### src/rtl/runout_pkg.sv
package runout_pkg;
  localparam int BIT_LOGGED  = 4;
  localparam int BIT_DROPPED = 8;
  localparam int CHID_LSB    = 24;
  localparam int BASE_LSB    = 9;
  localparam int BASE_MSB    = 15;
  localparam int SIZE_BIT    = 16;
  localparam logic [31:0] CFG_DEFAULT = 32'h0000_1e00;
  localparam logic [31:0] IRQ_IMPL = (32'd1 << BIT_LOGGED) | (32'd1 << BIT_DROPPED);

  typedef enum logic [2:0] {
    RA_PEND = 3'd0, RA_MASK = 3'd1, RA_CFG = 3'd2,
    RA_STAT = 3'd3, RA_PUT  = 3'd4, RA_GET = 3'd5
  } reg_idx_e;

  typedef enum logic [1:0] {WR_IDLE = 2'd0, WR_FIRST = 2'd1, WR_SECOND = 2'd2} wr_state_e;

  // next ring index under a power-of-two wrap mask
  function automatic logic [31:0] ring_step(logic [31:0] idx, logic [31:0] wrap);
    return (idx + 32'd1) & wrap;
  endfunction

  // byte address of a record slot
  function automatic logic [31:0] slot_byte(logic [31:0] base, logic [31:0] idx);
    return base + (idx << 3);
  endfunction

  // address-and-channel word of a record
  function automatic logic [31:0] pack_first(logic [31:0] addr, logic [31:0] chid);
    return addr | (chid << CHID_LSB);
  endfunction
endpackage

### src/rtl/runout_ring.sv
module runout_ring
  import runout_pkg::*;
#(
  parameter int IDX_W      = 10,
  parameter int SMALL_LOG2 = 6
) (
  input  logic             clk,
  input  logic             rst_n,
  input  logic             large_mode,
  input  logic             advance,
  input  logic             get_we,
  input  logic [IDX_W-1:0] get_wdata,
  output logic [IDX_W-1:0] put_o,
  output logic [IDX_W-1:0] get_o,
  output logic             empty_o,
  output logic             full_o
);
  localparam logic [31:0] LARGE_WRAP = (32'd1 << IDX_W) - 32'd1;
  localparam logic [31:0] SMALL_WRAP = (32'd1 << SMALL_LOG2) - 32'd1;

  logic [IDX_W-1:0] put_q, get_q, wrap;
  logic [31:0]      put_next;

  assign wrap     = large_mode ? IDX_W'(LARGE_WRAP) : IDX_W'(SMALL_WRAP);
  assign put_o    = put_q & wrap;
  assign get_o    = get_q & wrap;
  assign put_next = ring_step(32'(put_o), 32'(wrap));
  assign empty_o  = (put_o == get_o);
  assign full_o   = (IDX_W'(put_next) == get_o);

  always_ff @(posedge clk) begin
    if (!rst_n) begin
      put_q <= '0;
      get_q <= '0;
    end else begin
      if (advance) put_q <= IDX_W'(put_next);
      if (get_we)  get_q <= get_wdata & wrap;
    end
  end

  // put only moves on a completed record
  a_r3_put_holds: assert property (@(posedge clk) disable iff (!rst_n)
    !advance |=> $stable(put_q));
endmodule

### src/rtl/runout_writer.sv
module runout_writer
  import runout_pkg::*;
#(
  parameter int MEM_AW     = 16,
  parameter int IDX_W      = 10,
  parameter int REJ_ADDR_W = 13,
  parameter int CHID_W     = 7
) (
  input  logic                  clk,
  input  logic                  rst_n,
  input  logic                  rej_valid,
  output logic                  rej_ready,
  input  logic [REJ_ADDR_W-1:0] rej_addr,
  input  logic [CHID_W-1:0]     rej_chid,
  input  logic [31:0]           rej_data,
  input  logic                  ring_full,
  input  logic [IDX_W-1:0]      slot_idx,
  input  logic [MEM_AW-1:0]     base_addr,
  output logic                  mem_we,
  output logic [MEM_AW-1:0]     mem_addr,
  output logic [31:0]           mem_wdata,
  output logic                  ev_logged,
  output logic                  ev_drop
);
  wr_state_e         state_q;
  logic [31:0]       first_q, second_q;
  logic [MEM_AW-1:0] slot_q;
  logic              take;

  assign rej_ready = (state_q == WR_IDLE);
  assign take      = rej_valid && rej_ready;
  assign ev_drop   = take && ring_full;
  assign ev_logged = (state_q == WR_SECOND);
  assign mem_we    = (state_q != WR_IDLE);
  assign mem_addr  = (state_q == WR_SECOND) ? MEM_AW'(slot_q + MEM_AW'(4)) : slot_q;
  assign mem_wdata = (state_q == WR_FIRST) ? first_q : second_q;

  always_ff @(posedge clk) begin
    if (!rst_n) begin
      state_q  <= WR_IDLE;
      first_q  <= '0;
      second_q <= '0;
      slot_q   <= '0;
    end else begin
      unique case (state_q)
        WR_IDLE: if (take && !ring_full) begin
          state_q  <= WR_FIRST;
          first_q  <= pack_first(32'(rej_addr), 32'(rej_chid));
          second_q <= rej_data;
          slot_q   <= MEM_AW'(slot_byte(32'(base_addr), 32'(slot_idx)));
        end
        WR_FIRST:  state_q <= WR_SECOND;
        WR_SECOND: state_q <= WR_IDLE;
        default:   state_q <= WR_IDLE;
      endcase
    end
  end

  // a dropped access never reaches the RAM
  a_r4_drop_no_write: assert property (@(posedge clk) disable iff (!rst_n)
    ev_drop |=> !mem_we);
  // data word follows the address word at +4
  a_r2_second_word: assert property (@(posedge clk) disable iff (!rst_n)
    (mem_we && !ev_logged) |=> (mem_we && mem_addr == MEM_AW'($past(mem_addr) + MEM_AW'(4))));
endmodule

### src/rtl/runout_irq.sv
module runout_irq
  import runout_pkg::*;
(
  input  logic        clk,
  input  logic        rst_n,
  input  logic        unit_en,
  input  logic        set_logged,
  input  logic        set_dropped,
  input  logic        pend_we,
  input  logic        mask_we,
  input  logic [31:0] wdata,
  output logic [31:0] pend_o,
  output logic [31:0] mask_o,
  output logic        irq_o
);
  logic [31:0] pend_q, mask_q, sets, acks;

  assign sets   = (set_logged  ? (32'd1 << BIT_LOGGED)  : 32'd0)
                | (set_dropped ? (32'd1 << BIT_DROPPED) : 32'd0);
  assign acks   = pend_we ? (wdata & IRQ_IMPL) : 32'd0;
  assign pend_o = pend_q;
  assign mask_o = mask_q;
  assign irq_o  = |(pend_q & mask_q);

  always_ff @(posedge clk) begin
    if (!rst_n) begin
      pend_q <= '0;
      mask_q <= '0;
    end else begin
      pend_q <= (pend_q & ~acks) | sets;
      if (!unit_en)     mask_q <= '0;
      else if (mask_we) mask_q <= wdata & IRQ_IMPL;
    end
  end

  // disabled unit quiets the line
  a_r9_disable_quiet: assert property (@(posedge clk) disable iff (!rst_n)
    !unit_en |=> !irq_o);
  // logged flag rises only from a completed record
  a_r3_logged_cause: assert property (@(posedge clk) disable iff (!rst_n)
    $rose(pend_o[BIT_LOGGED]) |-> $past(set_logged));
  // writing zeros keeps every pending bit
  a_r7_zero_keeps: assert property (@(posedge clk) disable iff (!rst_n)
    (pend_we && (wdata & IRQ_IMPL) == 32'd0) |=> ((pend_o & $past(pend_o)) == $past(pend_o)));
endmodule

### src/rtl/runout_logger.sv
module runout_logger
  import runout_pkg::*;
#(
  parameter int IDX_W      = 10,
  parameter int SMALL_LOG2 = 6,
  parameter int REJ_ADDR_W = 13,
  parameter int CHID_W     = 7
) (
  input  logic                  clk,
  input  logic                  rst_n,
  input  logic                  unit_en,
  input  logic                  rej_valid,
  output logic                  rej_ready,
  input  logic [REJ_ADDR_W-1:0] rej_addr,
  input  logic [CHID_W-1:0]     rej_chid,
  input  logic [31:0]           rej_data,
  input  logic                  reg_wr,
  input  logic [2:0]            reg_addr,
  input  logic [31:0]           reg_wdata,
  output logic [31:0]           reg_rdata,
  output logic                  mem_we,
  output logic [15:0]           mem_addr,
  output logic [31:0]           mem_wdata,
  output logic                  irq_o
);
  localparam int MEM_AW  = BASE_MSB + 1;
  localparam int BASE_W  = BASE_MSB - BASE_LSB + 1;

  logic [BASE_W-1:0] base_q;
  logic              large_q;
  logic [MEM_AW-1:0] base_addr;
  logic [IDX_W-1:0]  put_idx, get_idx;
  logic              empty, full, ev_logged, ev_drop;
  logic [31:0]       pend, mask, cfg_view;
  logic              wr_pend, wr_mask, wr_cfg, wr_get;

  assign wr_pend   = reg_wr && (reg_addr == RA_PEND);
  assign wr_mask   = reg_wr && (reg_addr == RA_MASK);
  assign wr_cfg    = reg_wr && (reg_addr == RA_CFG);
  assign wr_get    = reg_wr && (reg_addr == RA_GET);
  assign base_addr = {base_q, {BASE_LSB{1'b0}}};
  assign cfg_view  = (32'(large_q) << SIZE_BIT) | 32'(base_addr);

  always_ff @(posedge clk) begin
    if (!rst_n || !unit_en) begin
      base_q  <= CFG_DEFAULT[BASE_MSB:BASE_LSB];
      large_q <= CFG_DEFAULT[SIZE_BIT];
    end else if (wr_cfg) begin
      base_q  <= reg_wdata[BASE_MSB:BASE_LSB];
      large_q <= reg_wdata[SIZE_BIT];
    end
  end

  always_comb begin
    unique case (reg_addr)
      RA_PEND: reg_rdata = pend;
      RA_MASK: reg_rdata = mask;
      RA_CFG:  reg_rdata = cfg_view;
      RA_STAT: reg_rdata = {30'd0, full, empty};
      RA_PUT:  reg_rdata = 32'(put_idx);
      RA_GET:  reg_rdata = 32'(get_idx);
      default: reg_rdata = 32'd0;
    endcase
  end

  runout_ring #(.IDX_W(IDX_W), .SMALL_LOG2(SMALL_LOG2)) u_ring (
    .clk(clk), .rst_n(rst_n), .large_mode(large_q), .advance(ev_logged),
    .get_we(wr_get), .get_wdata(reg_wdata[IDX_W-1:0]),
    .put_o(put_idx), .get_o(get_idx), .empty_o(empty), .full_o(full)
  );

  runout_writer #(.MEM_AW(MEM_AW), .IDX_W(IDX_W), .REJ_ADDR_W(REJ_ADDR_W), .CHID_W(CHID_W)) u_writer (
    .clk(clk), .rst_n(rst_n), .rej_valid(rej_valid), .rej_ready(rej_ready),
    .rej_addr(rej_addr), .rej_chid(rej_chid), .rej_data(rej_data),
    .ring_full(full), .slot_idx(put_idx), .base_addr(base_addr),
    .mem_we(mem_we), .mem_addr(mem_addr), .mem_wdata(mem_wdata),
    .ev_logged(ev_logged), .ev_drop(ev_drop)
  );

  runout_irq u_irq (
    .clk(clk), .rst_n(rst_n), .unit_en(unit_en),
    .set_logged(ev_logged), .set_dropped(ev_drop),
    .pend_we(wr_pend), .mask_we(wr_mask), .wdata(reg_wdata),
    .pend_o(pend), .mask_o(mask), .irq_o(irq_o)
  );

  // configuration back at default one cycle after disable
  a_r9_cfg_default: assert property (@(posedge clk) disable iff (!rst_n)
    !unit_en |=> (cfg_view == CFG_DEFAULT));
  // dropped access raises the overflow flag
  a_r4_drop_flag: assert property (@(posedge clk) disable iff (!rst_n)
    ev_drop |=> pend[BIT_DROPPED]);
endmodule

### config.mk
export PLATFORM = sky130hd
export DESIGN_NAME = runout_logger
export DESIGN_NICKNAME = d
export VERILOG_FILES = /design/src/rtl/runout_pkg.sv /design/src/rtl/runout_ring.sv /design/src/rtl/runout_writer.sv /design/src/rtl/runout_irq.sv /design/src/rtl/runout_logger.sv
export SDC_FILE = /design/constraint.sdc
export NUM_CORES = 1
export LEC_CHECK = 0
export BUFFER_PORTS_ARGS = -buffer_cell sky130_fd_sc_hd__buf_2
export CAP_MARGIN = 20
export CORE_MARGIN = 10
export CORE_UTILIZATION = 35
export DETAILED_ROUTE_END_ITERATION = 8
export PLACE_DENSITY_LB_ADDON = 0.12
export SETUP_SLACK_MARGIN = 0.1
export SKIP_CTS_REPAIR_TIMING = 1
export SYNTH_ARGS = -nofsm -noshare
export SYNTH_HDL_FRONTEND = slang
export SYNTH_SLANG_ARGS = --single-unit
### constraint.sdc
create_clock -name clk -period 6.5 [get_ports clk]
set_input_delay 0 -clock clk [delete_from_list [all_inputs] [get_ports clk]]
set_output_delay 0 -clock clk [all_outputs]
set_load 0.02 [all_outputs]
-- After elaboration in Yosys (flattened, before gate mapping)
Cells that the tools add are included.
- shifts and indexed selects: 0
- multiplexer cells: 9
- $mul: 0
- bitwise logic cells: 11
- equal/unequal tests: 10
- add/sub/neg operators: 3
- reductions and logical operators: 17
- div/mod/pow operators: 0
- magnitude comparators: 0
- operator list (kind ; count):
    $pmux 32 s6 ; 1
    $or 32x32->32 ; 2
    $and 10x10->10 ; 4
    $and 32x32->32 ; 1
    $and 32x9->32 ; 1
    $mux 32 ; 1
    $not 32->32 ; 1
    $reduce_or 32->1 ; 1
    $or 13x31->31 ; 1
    $eq 10x10->1 ; 2
    $mux 9 ; 2
    $or 17x16->17 ; 1
    $add 16x13->16 ; 1
    $add 16x3->16 const B ; 1
    $mux 16 ; 1
    $add 10x1->10 const B ; 1
    $mux 10 ; 1
    $logic_and 1x1->1 ; 7
    $eq 3x2->1 const B ; 2
    $eq 3x3->1 const B ; 2
    $mux 5 ; 1
    $pmux 2 s2 ; 1
    $reduce_and 2->1 ; 2
    $eq 3x1->1 const B ; 1
    other kinds (9) ; 11
- RAM bits: 0
- bits in read-only memories: 0
- word-level logic and storage cells: 60
- output and inout port bits: 83
- input port bits: 92
- memories kept: 0
- latch bits: 0
- flip-flop bits (word level): 144

-- Depth between registers and ports, before layout
Gate-level depths: netlist (run 1).
- word-level depth: 9
- gate-level depth with buffers: 11

-- By module
A second synthesis (run 1) with hierarchy kept.
- cell total of the unflattened synthesis: 783
- area total of the unflattened synthesis: 6505.0 um^2
- modules (own cells, without submodules) (module ; times used ; sequential area each (um^2) ; cells each ; area an instance (um^2)):
    runout_writer ; 1 ; 1401.3 ; 432 ; 3479.6
    runout_ring ; 1 ; 400.4 ; 150 ; 1311.3
    runout_logger ; 1 ; 160.2 ; 124 ; 1109.8
    runout_irq ; 1 ; 80.1 ; 77 ; 604.3

-- Least setup slack after synthesis (run 1)
No wires, ideal clock.
- path type: register to register
- start point: register large_q
- end point: register u_writer.slot_q[15]
- path buffers: 2
- path slack: 4.355 ns
- required time: 6.371 ns
- library setup time: 0.129 ns
- cell stages (with the launch flop): 11
- period minus slack after synthesis: 2.145 ns
- data arrival time: 2.016 ns
- cell sequence: dfxtp_1 > buf_2 > clkbuf_1 > and2_1 > fa_1 > a21o_1 > a21oi_1 > nor2_1 > xor2_1 > a311oi_1 > a211oi_1
- longest elaborated chain between the ends: 8
- elaborated cells between the ends (all ways): 10
- classes of those cells: add/sub: 2; eq/ne: 1; mux: 1; bitwise: 3; reduce/logical: 3
- RTL lines (element ; line ; RTL):
    start: declaration ; runout_logger.sv:30 ; logic large_q;
    start signal: assignment ; runout_logger.sv:47 ; large_q <= CFG_DEFAULT[SIZE_BIT];
    start signal: assignment ; runout_logger.sv:50 ; large_q <= reg_wdata[SIZE_BIT];
    $mux 10 * ; runout_ring.sv:24 ; assign wrap = large_mode ? IDX_W'(LARGE_WRAP) : IDX_W'(SMALL_WRAP);
    $and 10x10->10 ; runout_ring.sv:25 ; assign put_o = put_q & wrap;
    $add 10x1->10 ; runout_pkg.sv:20 ; return (idx + 32'd1) & wrap;
    $and 10x10->10 ; runout_pkg.sv:20 ;
    $eq 10x10->1 ; runout_ring.sv:29 ; assign full_o = (IDX_W'(put_next) == get_o);
    $logic_not 1->1 ; runout_writer.sv:46 ; WR_IDLE: if (take && !ring_full) begin
    $logic_and 1x1->1 ; runout_writer.sv:46 ;
    $reduce_and 2->1 (no source line) ; n/a ;
    end signal: assignment ; runout_writer.sv:50 ; slot_q <= MEM_AW'(slot_byte(32'(base_addr), 32'(slot_idx)));
    end: declaration ; runout_writer.sv:27 ; logic [MEM_AW-1:0] slot_q;
Every way passes the cells marked *; elsewhere a longest branch is shown, timed or not.
A chain may end at the register's enable or synchronous reset.

-- Final worst setup path (run 1)
- start point: register u_ring.put_q[0]
- end point: register u_writer.first_q[12]
- longest elaborated chain between the ends: 7
- RTL lines (element ; line ; RTL):
    start: declaration ; runout_ring.sv:21 ; logic [IDX_W-1:0] put_q, get_q, wrap;
    start signal: assignment ; runout_ring.sv:36 ; if (advance) put_q <= IDX_W'(put_next);
    $and 10x10->10 ; runout_ring.sv:25 ;
    $add 10x1->10 ; runout_pkg.sv:20 ;
    $and 10x10->10 ; runout_pkg.sv:20 ;
    $eq 10x10->1 ; runout_ring.sv:29 ;
    $logic_not 1->1 ; runout_writer.sv:46 ;
    $logic_and 1x1->1 ; runout_writer.sv:46 ;
    $reduce_and 2->1 (no source line) ; n/a ;
    end signal: assignment ; runout_writer.sv:48 ; first_q <= pack_first(32'(rej_addr), 32'(rej_chid));
    end: declaration ; runout_writer.sv:26 ; logic [31:0] first_q, second_q;
No other way between the ends.

==> results of run 1 <==
-- power by group through the flow --
stage | Sequential (mW) | Combinational, mW | Clock [mW]
after floorplan | 0.674 | 0.217 | 0
after global placement | 0.678 | 0.297 | 0
after detailed placement | 0.679 | 0.297 | 0
after CTS | 0.665 | 0.298 | 0.575
after global routing | 0.669 | 0.335 | 0.594
final | 0.665 | 0.307 | 0.551
-- registers in the layout, summed over array words and instances (netlist names) --
name               count
base_q                 7
large_q                1
u_writer.slot_q       13
u_ring.get_q          10
u_writer.state_q       2
u_ring.put_q          10
u_writer.first_q      20
u_irq.pend_o           2
u_writer.second_q     32
u_irq.mask_o           2
-- cell usage in the layout (no fill, tap or decap), types with 9 or more instances in the layout --
cell type / netlist / layout
a2bb2oi_1: 62 / 62
and2_1: 14 / 13
xor2_1: 16 / 16
o311ai_1: 62 / 62
dlygate4sd3_1: 0 / 20
buf_2: 8 / 141
nor2b_1: 16 / 15
nor2_1: 28 / 28
clkbuf_16: 0 / 9
and3_1: 62 / 62
conb_1: 1 / 17
dfxtp_1: 99 / 99
nand2_1: 115 / 115
mux2_2: 20 / 20
nand3_1: 14 / 14
o21ai_1: 10 / 10
mux2i_1: 17 / 17
a21oi_1: 22 / 22
o21ai_0: 60 / 60
-- path summary, 6_finish.rpt --
path / cells after the start / start / to
max: 8 / u_ring.put_q[0] / u_writer.first_q[12]
min: 4 / rej_data[16] / u_writer.second_q[16]
min reg2reg: 2 / u_writer.slot_q[15] / u_writer.slot_q[15]
max reg2reg: 8 / u_ring.put_q[0] / u_writer.first_q[12]
-- per-layer routing --
metal / global-route usage / wire [um]
met5: 0 / 0
met4: 0.0355 / 227
met3: 0.0384 / 1030
met2: 0.253 / 9490
met1: 0.233 / 10200
-- logic make-up after synthesis --
logic type / Yosys count / synth area share
simple gates: 284 / 0.223
compound gates: 239 / 0.269
buf+inv: 111 / 0.0951
flops: 99 / 0.304
mux: 38 / 0.0642
xor+xnor: 22 / 0.0308
fa+ha+maj: 6 / 0.0127
other cells: 1 / 0.000576
-- per-stage QoR --
stage	cell area (sq um)	setup slack, ns
2_1_floorplan	6570	4.36
6_report	7560	2.96
5_1_grt	7560	2.61
3_5_place_dp	7040	3.06
4_1_cts	7330	2.98
3_3_place_gp	7040	3.09
-- worst min-delay path, delay by kind of cell --
kind            cells  cell delay [ns]
compound gates      2             0.12
buf+inv             1             0.07
simple gates        1             0.15
-- cell usage after synthesis (5+ instances only) --
library cell	instances
nand2_1	115
dfxtp_1	99
a2bb2oi_1	62
and3_1	62
o311ai_1	62
o21ai_0	60
clkbuf_1	47
nor2_1	28
a21oi_1	22
buf_4	22
mux2_2	20
mux2i_1	17
nor2b_1	16
xor2_1	16
and2_1	14
nand3_1	14
buf_6	13
clkbuf_2	10
o21ai_1	10
buf_2	8
inv_1	7
nand4_1	6
nor3_1	6
ha_1	5
xnor2_1	5
-- area by class of cell --
class / count / area, sq um
fill: 1921 / 10600
multi-input combinational: 606 / 3980
sequential: 99 / 1980
timing repair buffer: 168 / 978
tap: 229 / 287
clock buffer: 13 / 250
clock inverter: 3 / 46.3
inverter: 9 / 33.8
==> flow_metrics.py, run 1 <==
metrics = {
    "setup_path": {
        "slowest_stage": "buf_4",
        "critPathArrivalTime_ns": 3.78,
        "critical_path.cell_chain": "ha_1 > and2_1 > a21oi_1 > nor3_1 > or2_4 > buf_4 > a2bb2oi_1 > o311ai_1",
        "crit_path_end_kind": "flop",
        "crit_path_required_time_ns": 6.74,
        "worstPathMaxFanout": 74,
        "critPathKind": "flop to flop",
        "max_stage_delay_ns": 0.72,
        "critical_path.top_delay_family": "simple AND/OR/NAND/NOR gates",
        "critical_path_buf_inv_count": 1,
        "start_kind": "flop",
        "reg2reg_setup_slack_ns": 2.96,
    },
    "layout": {
        "finalNonFillerCells": 1127,
        "syn_to_final_growth_pct": 16.1,
        "fraction_of_final_layout_cells_with_drive_strength_greater_than_1": 0.226,
        "finish.utilization": 0.417,
        "finish.net_count": 991,
        "antenna_cells": 0,
    },
    "clock_tree": {
        "clock_slew_at_reported_path_ffs_ns": 0.07,
        "cts_made_buffers": 9,
        "cts_buffer_depth": 2,
        "htree_num_levels": 3,
        "tritoncts": "yes",
        "ctsRootBufferMaster": "clkbuf_16",
        "clkSinkCount": 99,
        "clk-insertion-delay-late_ns": 0.35,
    },
    "logic_synthesis": {
        "yosys_register_bits": 99,
        "number_of_synthesized_flops_with_an_enable_pin": 0,
        "syn-mean-instance-area_sq_um": 8.14,
        "synth_async_sr_flop_share": 0,
        "cell_type_with_the_highest_aggregate_area_in_the_netlist": "dfxtp_1",
        "post-synth-top-area-fraction": 0.304,
        "synthesis.instances": 800,
        "post_synth_num_cell_types": 62,
        "top_cells_by_area_synth": "dfxtp_1, a2bb2oi_1, o311ai_1",
        "synthesis.area_sq_um": 6510,
        "synth_sequential_area_ratio": 0.304,
        "synthFlopType": "dfxtp_1",
        "synth_warnings": 0,
    },
    "drt": {
        "detailedRoute.firstIterationViolations": 468,
        "num_vias": 6276,
        "drc": 0,
        "routedWlPerCell_um": 18.6,
        "final_antenna_net_count": 0,
        "vias_per_cell": 5.57,
        "dr.pass1.iters": 5,
        "drt-total-wl_um": 21000,
    },
    "placement": {
        "port_buffers": 142,
        "hpwl_reported_at_the_end_of_detailed_placement_um": 13700,
        "place.gp.congestion": 0.836,
        "placed_cells": 1090,
    },
    "power": {
        "power_switching_mw": 0.442,
        "switching_share": 0.291,
        "seq_power_share": 0.436,
        "cellLeakagePower_nw": 3.29,
        "maximum_vdd_ir_drop_mv": 0.122,
        "power-per-cell-area_nw_per_um2": 201,
        "p_int_mw": 1.08,
        "power.share.combinational": 0.202,
        "pwr-share-clk": 0.362,
        "p_total_mw": 1.52,
    },
    "timing": {
        "finalSetupTns_ns": 0,
        "period_needed_ns": 3.54,
        "timing_hold_violations_final": 0,
        "max_freq_ghz": 0.283,
        "timing.final.setup_violations": 0,
        "worst-slew-pin-transition_ns": 0.944,
        "worst_slew_margin_rel": 0.369,
        "slew_viol_final": 0,
        "rsz0062_at_grt": "false",
        "final.hold.worst_slack_ns": 0.0287,
        "skew_ns": 0.0103,
        "period_share": 0.544,
    },
    "grt": {
        "antenna_found_initial": 0,
        "grt_first_pass_wirelength_um": 33500,
        "grt_util_all_layers": 0.166,
        "overflow_left_after_global_routing": 0,
        "vias_in_the_first_global_route": 5958,
        "grt_start_max_net_pins": 124,
    },
    "die": {
        "initial_core_util": 0.359,
        "ioPinCount": 175,
        "design.die.area_sq_um": 24500,
        "die_w_um": 156,
        "chipHeight_um": 156,
        "core.rowCount": 49,
        "core_region_area_sq_um": 18100,
    },
    "status": {
        "run_status": "complete, no violations",
    },
    "job": {
        "cap_viol_max_count": 0,
    },
    "worst_hold_path": {
        "hold_path_class": "input port to flop",
    },
}
Power figures use the tool's default switching activity.
==> run 2: changes to the inputs <==
==> constraint.sdc (replaced) <==
create_clock -name clk -period 3.3 [get_ports clk]
set_input_delay 0 -clock clk [delete_from_list [all_inputs] [get_ports clk]]
set_output_delay 0 -clock clk [all_outputs]
set_load 0.02 [all_outputs]
==> run 2 against run 1 <==
  * Worst hold slack got worse by 0.0035 ns
  * Flip-flop and latch count unchanged
  * First-iteration DRC count increased by 4.3%
  * Core utilization increased by 0.53 points
  * Critical path depth decreased by 1
  * Via count decreased by 0.11%
  * Sequential share of layout area decreased by 0.33 points
  * Die area unchanged
  * Non-clock buffer count increased by 8
  * Clock power increased by 98%
  * Critical path type unchanged
  * Largest power group unchanged
==> flow_metrics.py, run 2 (same netlist as run 1, synthesis figures left out) <==
metrics = {
    "status": {
        "run_status": "complete, no violations",
    },
    "power": {
        "power.share.combinational": 0.204,
        "pwr-share-clk": 0.361,
        "cellLeakagePower_nw": 3.34,
        "seq_power_share": 0.435,
        "p_int_mw": 2.11,
        "power-per-cell-area_nw_per_um2": 393,
        "switching_share": 0.299,
        "p_total_mw": 3.01,
        "power_switching_mw": 0.898,
        "maximum_vdd_ir_drop_mv": 0.212,
    },
    "die": {
        "design.die.area_sq_um": 24500,
        "core.rowCount": 49,
        "core_region_area_sq_um": 18100,
        "initial_core_util": 0.359,
        "chipHeight_um": 156,
        "die_w_um": 156,
        "ioPinCount": 175,
    },
    "setup_path": {
        "worstPathMaxFanout": 33,
        "reg2reg_setup_slack_ns": 0.70,
        "r2r.worst_path.cells": 7,
        "crit_path_required_time_ns": 3.52,
        "critPathArrivalTime_ns": 2.83,
        "critPathKind": "flop to flop",
        "start_kind": "flop",
        "timing.rr.start": "u_ring.put_q[2]",
        "worstReg2RegEnd": "u_writer.first_q[4]",
        "crit_path_end_kind": "flop",
    },
    "grt": {
        "grt_first_pass_wirelength_um": 33500,
        "antenna_found_initial": 0,
        "grt_util_all_layers": 0.167,
        "overflow_left_after_global_routing": 0,
        "vias_in_the_first_global_route": 6062,
        "grt_start_max_net_pins": 85,
    },
    "clock_tree": {
        "ctsRootBufferMaster": "clkbuf_16",
        "cts_buffer_depth": 2,
        "clkSinkCount": 99,
        "tritoncts": "yes",
        "cts_made_buffers": 9,
        "htree_num_levels": 3,
        "clk-insertion-delay-late_ns": 0.36,
        "clock_slew_at_reported_path_ffs_ns": 0.08,
    },
    "drt": {
        "vias_per_cell": 5.52,
        "num_vias": 6269,
        "routedWlPerCell_um": 18.5,
        "final_antenna_net_count": 0,
        "detailedRoute.firstIterationViolations": 488,
        "drc": 0,
        "drt-total-wl_um": 21000,
        "dr.pass1.iters": 4,
    },
    "placement": {
        "hpwl_reported_at_the_end_of_detailed_placement_um": 14300,
        "port_buffers": 142,
        "place.gp.congestion": 0.846,
        "placed_cells": 1101,
    },
    "timing": {
        "max_freq_ghz": 0.384,
        "slew_viol_final": 0,
        "worst-slew-pin-transition_ns": 0.926,
        "timing_hold_violations_final": 0,
        "skew_ns": 0.00897,
        "worst_slew_margin_rel": 0.382,
        "finalSetupTns_ns": 0,
        "timing.final.setup_violations": 0,
        "period_share": 0.789,
        "rsz0062_at_grt": "false",
        "period_needed_ns": 2.60,
    },
    "layout": {
        "fraction_of_final_layout_cells_with_drive_strength_greater_than_1": 0.237,
        "max_flop_register": "u_writer.second_q",
        "syn_to_final_growth_pct": 17.6,
        "most-common-layout-cells": "buf_2, nand2_1, dfxtp_1",
        "antenna_cells": 0,
        "finalNonFillerCells": 1135,
        "largest_register_ffs": 32,
        "final_common_cell": "buf_2",
        "finish.utilization": 0.422,
        "reg_top3": "u_writer.second_q: 32 flops, u_writer.first_q: 20 flops, u_writer.slot_q: 13 flops",
        "finish.net_count": 999,
    },
    "job": {
        "cap_viol_max_count": 0,
    },
    "worst_hold_path": {
        "terminating_pin_of_the_worst_hold_path": "u_writer.second_q[27]",
        "worst_hold_stages": 4,
        "hold_path_class": "input port to flop",
        "min_from": "rej_data[27]",
    },
}
## run 2: power groups by stage
stage	Clock (mW)	Combinational, mW	Sequential (mW)
after floorplan	0	0.428	1.33
after global placement	0	0.599	1.33
after detailed placement	0	0.598	1.33
after CTS	1.13	0.601	1.31
after global routing	1.16	0.668	1.32
final	1.09	0.613	1.31
## run 2: worst max-delay path by stage
stage,startpoint,cells after the start,to
after floorplan,large_q,10,u_writer.slot_q[15]
after global placement,u_ring.put_q[2],7,u_writer.first_q[3]
after detailed placement,u_ring.put_q[2],7,u_writer.slot_q[12]
after CTS,u_ring.put_q[2],7,reg_rdata[1]
after global routing,u_ring.put_q[2],7,u_writer.first_q[1]
final,u_ring.put_q[2],7,u_writer.first_q[4]
## run 2: per-layer routing
layer	share of wire	GRT usage	wire, um	vias to the layer above
met5	0	0	0	-
met4	0.011	0.0418	227	0
met3	0.057	0.0400	1200	15
met2	0.44	0.256	9350	164
met1	0.49	0.230	10300	2975
li1	-	-	-	3115
## run 2: critical path, cell delays in order, from the launching register on
cell	delay [ns]
dfxtp_1	0.62
xor2_1	0.26
xnor2_1	0.15
nand3_1	0.12
or3_2	0.67
buf_4	0.32
o21ai_0	0.20
o311ai_1	0.12
## run 2: final cells by class
| class | count | area, sq um |
|---|---|---|
| Timing Repair Buffer | 176 | 1080 |
| Sequential cell | 99 | 1980 |
| Tap cell | 229 | 287 |
| Inverter | 9 | 33.8 |
| Fill cell | 1881 | 10500 |
| Clock inverter | 6 | 66.3 |
| Clock buffer | 10 | 229 |
| Multi-Input combinational cell | 606 | 3980 |
## run 2: per-stage QoR
stage	instance area (sq um)	setup WS, ns	hold slack (ns)
after floorplan	6570	1.16	0.0739
after global placement	7180	0.734	0.224
after detailed placement	7180	0.706	0.220
after CTS	7480	0.678	-0.161
after global routing	7660	0.446	0.0412
final	7660	0.696	0.0252
==> run 3: changes to the inputs <==
==> constraint.sdc (replaced) <==
create_clock -name clk -period 2.15 [get_ports clk]
set_input_delay 0 -clock clk [delete_from_list [all_inputs] [get_ports clk]]
set_output_delay 0 -clock clk [all_outputs]
set_load 0.02 [all_outputs]
==> run 3 against run 2 <==
  * The flow now finishes with violations (setup timing)
  * Cell area rose by 20%
  * Die area stayed put
  * Combinational power grew 91%
  * Critical path type is now flop to primary output
  * Critical endpoint is now reg_rdata[1]
  * Largest cell class unchanged
  * Highest routed layer unchanged
==> flow_metrics.py, run 3 (same netlist as run 1, synthesis figures left out) <==
metrics = {
    "layout": {
        "fraction_of_final_layout_cells_with_drive_strength_greater_than_1": 0.387,
        "final_common_cell": "buf_2",
        "largest_register_ffs": 32,
        "antenna_cells": 0,
        "finalNonFillerCells": 1214,
        "final_area_sq_um": 9200,
        "finish.utilization": 0.507,
        "reg_top3": "u_writer.second_q: 32 flops, u_writer.first_q: 20 flops, u_writer.slot_q: 13 flops",
        "syn_to_final_growth_pct": 41.3,
        "max_flop_register": "u_writer.second_q",
        "most-common-layout-cells": "buf_2, nand2_1, dfxtp_1, and3_1, buf_4",
        "finish.net_count": 1078,
    },
    "clock_tree": {
        "cts_made_buffers": 9,
        "clkSinkCount": 99,
        "cts_buffer_depth": 2,
        "htree_num_levels": 3,
        "clk-insertion-delay-late_ns": 0.36,
        "ctsRootBufferMaster": "clkbuf_16",
        "tritoncts": "yes",
        "clock_slew_at_reported_path_ffs_ns": 0.08,
    },
    "power": {
        "maximum_vdd_ir_drop_mv": 0.419,
        "cellLeakagePower_nw": 4.01,
        "pwr-share-clk": 0.370,
        "switching_share": 0.303,
        "power.share.combinational": 0.232,
        "power-per-cell-area_nw_per_um2": 547,
        "seq_power_share": 0.399,
        "power_switching_mw": 1.53,
        "p_int_mw": 3.51,
    },
    "grt": {
        "antenna_found_initial": 0,
        "overflow_left_after_global_routing": 0,
        "grt_first_pass_wirelength_um": 33800,
        "grt_util_all_layers": 0.168,
        "grt_start_max_net_pins": 76,
        "vias_in_the_first_global_route": 6117,
    },
    "setup_path": {
        "start_kind": "flop",
        "r2r.worst_path.cells": 9,
        "crit_path_required_time_ns": 2.15,
        "worstSetupStartpoint": "u_ring.put_q[0]",
        "critPathKind": "flop to primary output",
        "reg2reg_setup_slack_ns": -0.05,
        "setup.worst_path.end": "reg_rdata[1]",
        "timing.rr.start": "u_ring.put_q[0]",
        "worstPathMaxFanout": 6,
        "crit_path_end_kind": "primary output",
        "critPathArrivalTime_ns": 2.22,
        "worstReg2RegEnd": "u_writer.first_q[5]",
    },
    "placement": {
        "post_dp_cell_area_sq_um": 7640,
        "hpwl_reported_at_the_end_of_detailed_placement_um": 15400,
        "placed_cells": 1147,
        "place.gp.congestion": 0.820,
        "port_buffers": 142,
    },
    "die": {
        "initial_core_util": 0.359,
        "design.die.area_sq_um": 24500,
        "core.rowCount": 49,
        "die_w_um": 156,
        "ioPinCount": 175,
        "core_region_area_sq_um": 18100,
        "chipHeight_um": 156,
    },
    "timing": {
        "timing_hold_violations_final": 0,
        "rsz0062_at_grt": "true",
        "final_critical_path_setup_slack_ns": -0.0667,
        "timing.final.setup_violations": 37,
        "period_needed_ns": 2.22,
        "max_freq_ghz": 0.451,
        "skew_ns": 0.0128,
        "worst_slew_margin_rel": 0.636,
        "final.hold.worst_slack_ns": 0.0216,
        "worst-slew-pin-transition_ns": 0.545,
        "slew_viol_final": 0,
        "period_share": 1.03,
    },
    "drt": {
        "drc": 0,
        "routedWlPerCell_um": 19.4,
        "dr.pass1.iters": 5,
        "drt-total-wl_um": 23500,
        "num_vias": 6665,
        "final_antenna_net_count": 0,
        "vias_per_cell": 5.49,
        "detailedRoute.firstIterationViolations": 441,
    },
    "status": {
        "violations": "setup timing",
        "run_status": "complete, but fails checks",
    },
    "job": {
        "cap_viol_max_count": 0,
    },
    "worst_hold_path": {
        "hold_path_class": "input port to flop",
    },
}
-- run 3: cell types whose count changed in the layout (fill, tap and decap cells not counted), moves of 18 or more --
| cell | delta |
|---|---|
| buf_4 | +42 |
| o21ai_0 | -33 |
| a2bb2oi_1 | -27 |
| a2bb2oi_2 | +24 |
| o311ai_1 | -20 |
| o21ai_2 | +18 |
| o311ai_2 | +18 |
-- run 3: through the flow --
stage	TNS, ns	setup WS (ns)	total power [mW]
final	-0.707	-0.0667	5.03
after global routing	-5.68	-0.139	5.22
after CTS	-6.68	-0.346	4.87
after detailed placement	-6.27	-0.122	3.01
after global placement	-3.13	-0.0738	3.01
after floorplan	0	0.103	2.70
-- run 3: how the worst min path moves through the flow --
stage,startpoint,end,slack [ns],cells past startpoint
floorplan,unit_en,base_q[0],0.07,1
global placement,reg_wdata[10],base_q[1],0.22,3
detailed placement,reg_wdata[12],base_q[3],0.22,3
CTS,unit_en,base_q[0],-0.15,2
global route,rej_data[31],u_writer.second_q[31],0.03,4
finish,rej_data[26],u_writer.second_q[26],0.02,4
-- run 3: power by group through the flow --
stage,Sequential (mW),Clock (mW),Combinational (mW)
floorplan,2.04,0,0.659
global route,2.02,1.96,1.25
CTS,2.01,1.90,0.963
global placement,2.05,0,0.959
detailed placement,2.05,0,0.959
finish,2.01,1.86,1.17
-- run 3: metal layers --
layer,track usage,wire length (um),up-vias,share of wire
met5,0,0,-,0
met4,0.0490,317,0,0.013
met3,0.0343,1190,23,0.050
met2,0.249,10600,159,0.45
met1,0.239,11400,3199,0.48
li1,-,-,3284,-
-- run 3: final cells by class --
type | instances | area [sq um]
well taps | 229 | 287
flip-flops and latches | 99 | 1990
fillers | 1707 | 8950
repair buffers | 255 | 2000
clock inverters | 7 | 105
clock buffers | 9 | 225
multi-input cells | 606 | 4560
inverters | 9 | 33.8
-- run 3: worst max-delay path, stage by stage (launching register included) --
cell     delay, ns
dfxtp_2       0.36
buf_6         0.14
buf_4         0.12
nand4_1       0.12
nor4_4        0.26
mux2i_1       0.13
or2_4         0.31
o32ai_4       0.27
buf_6         0.15
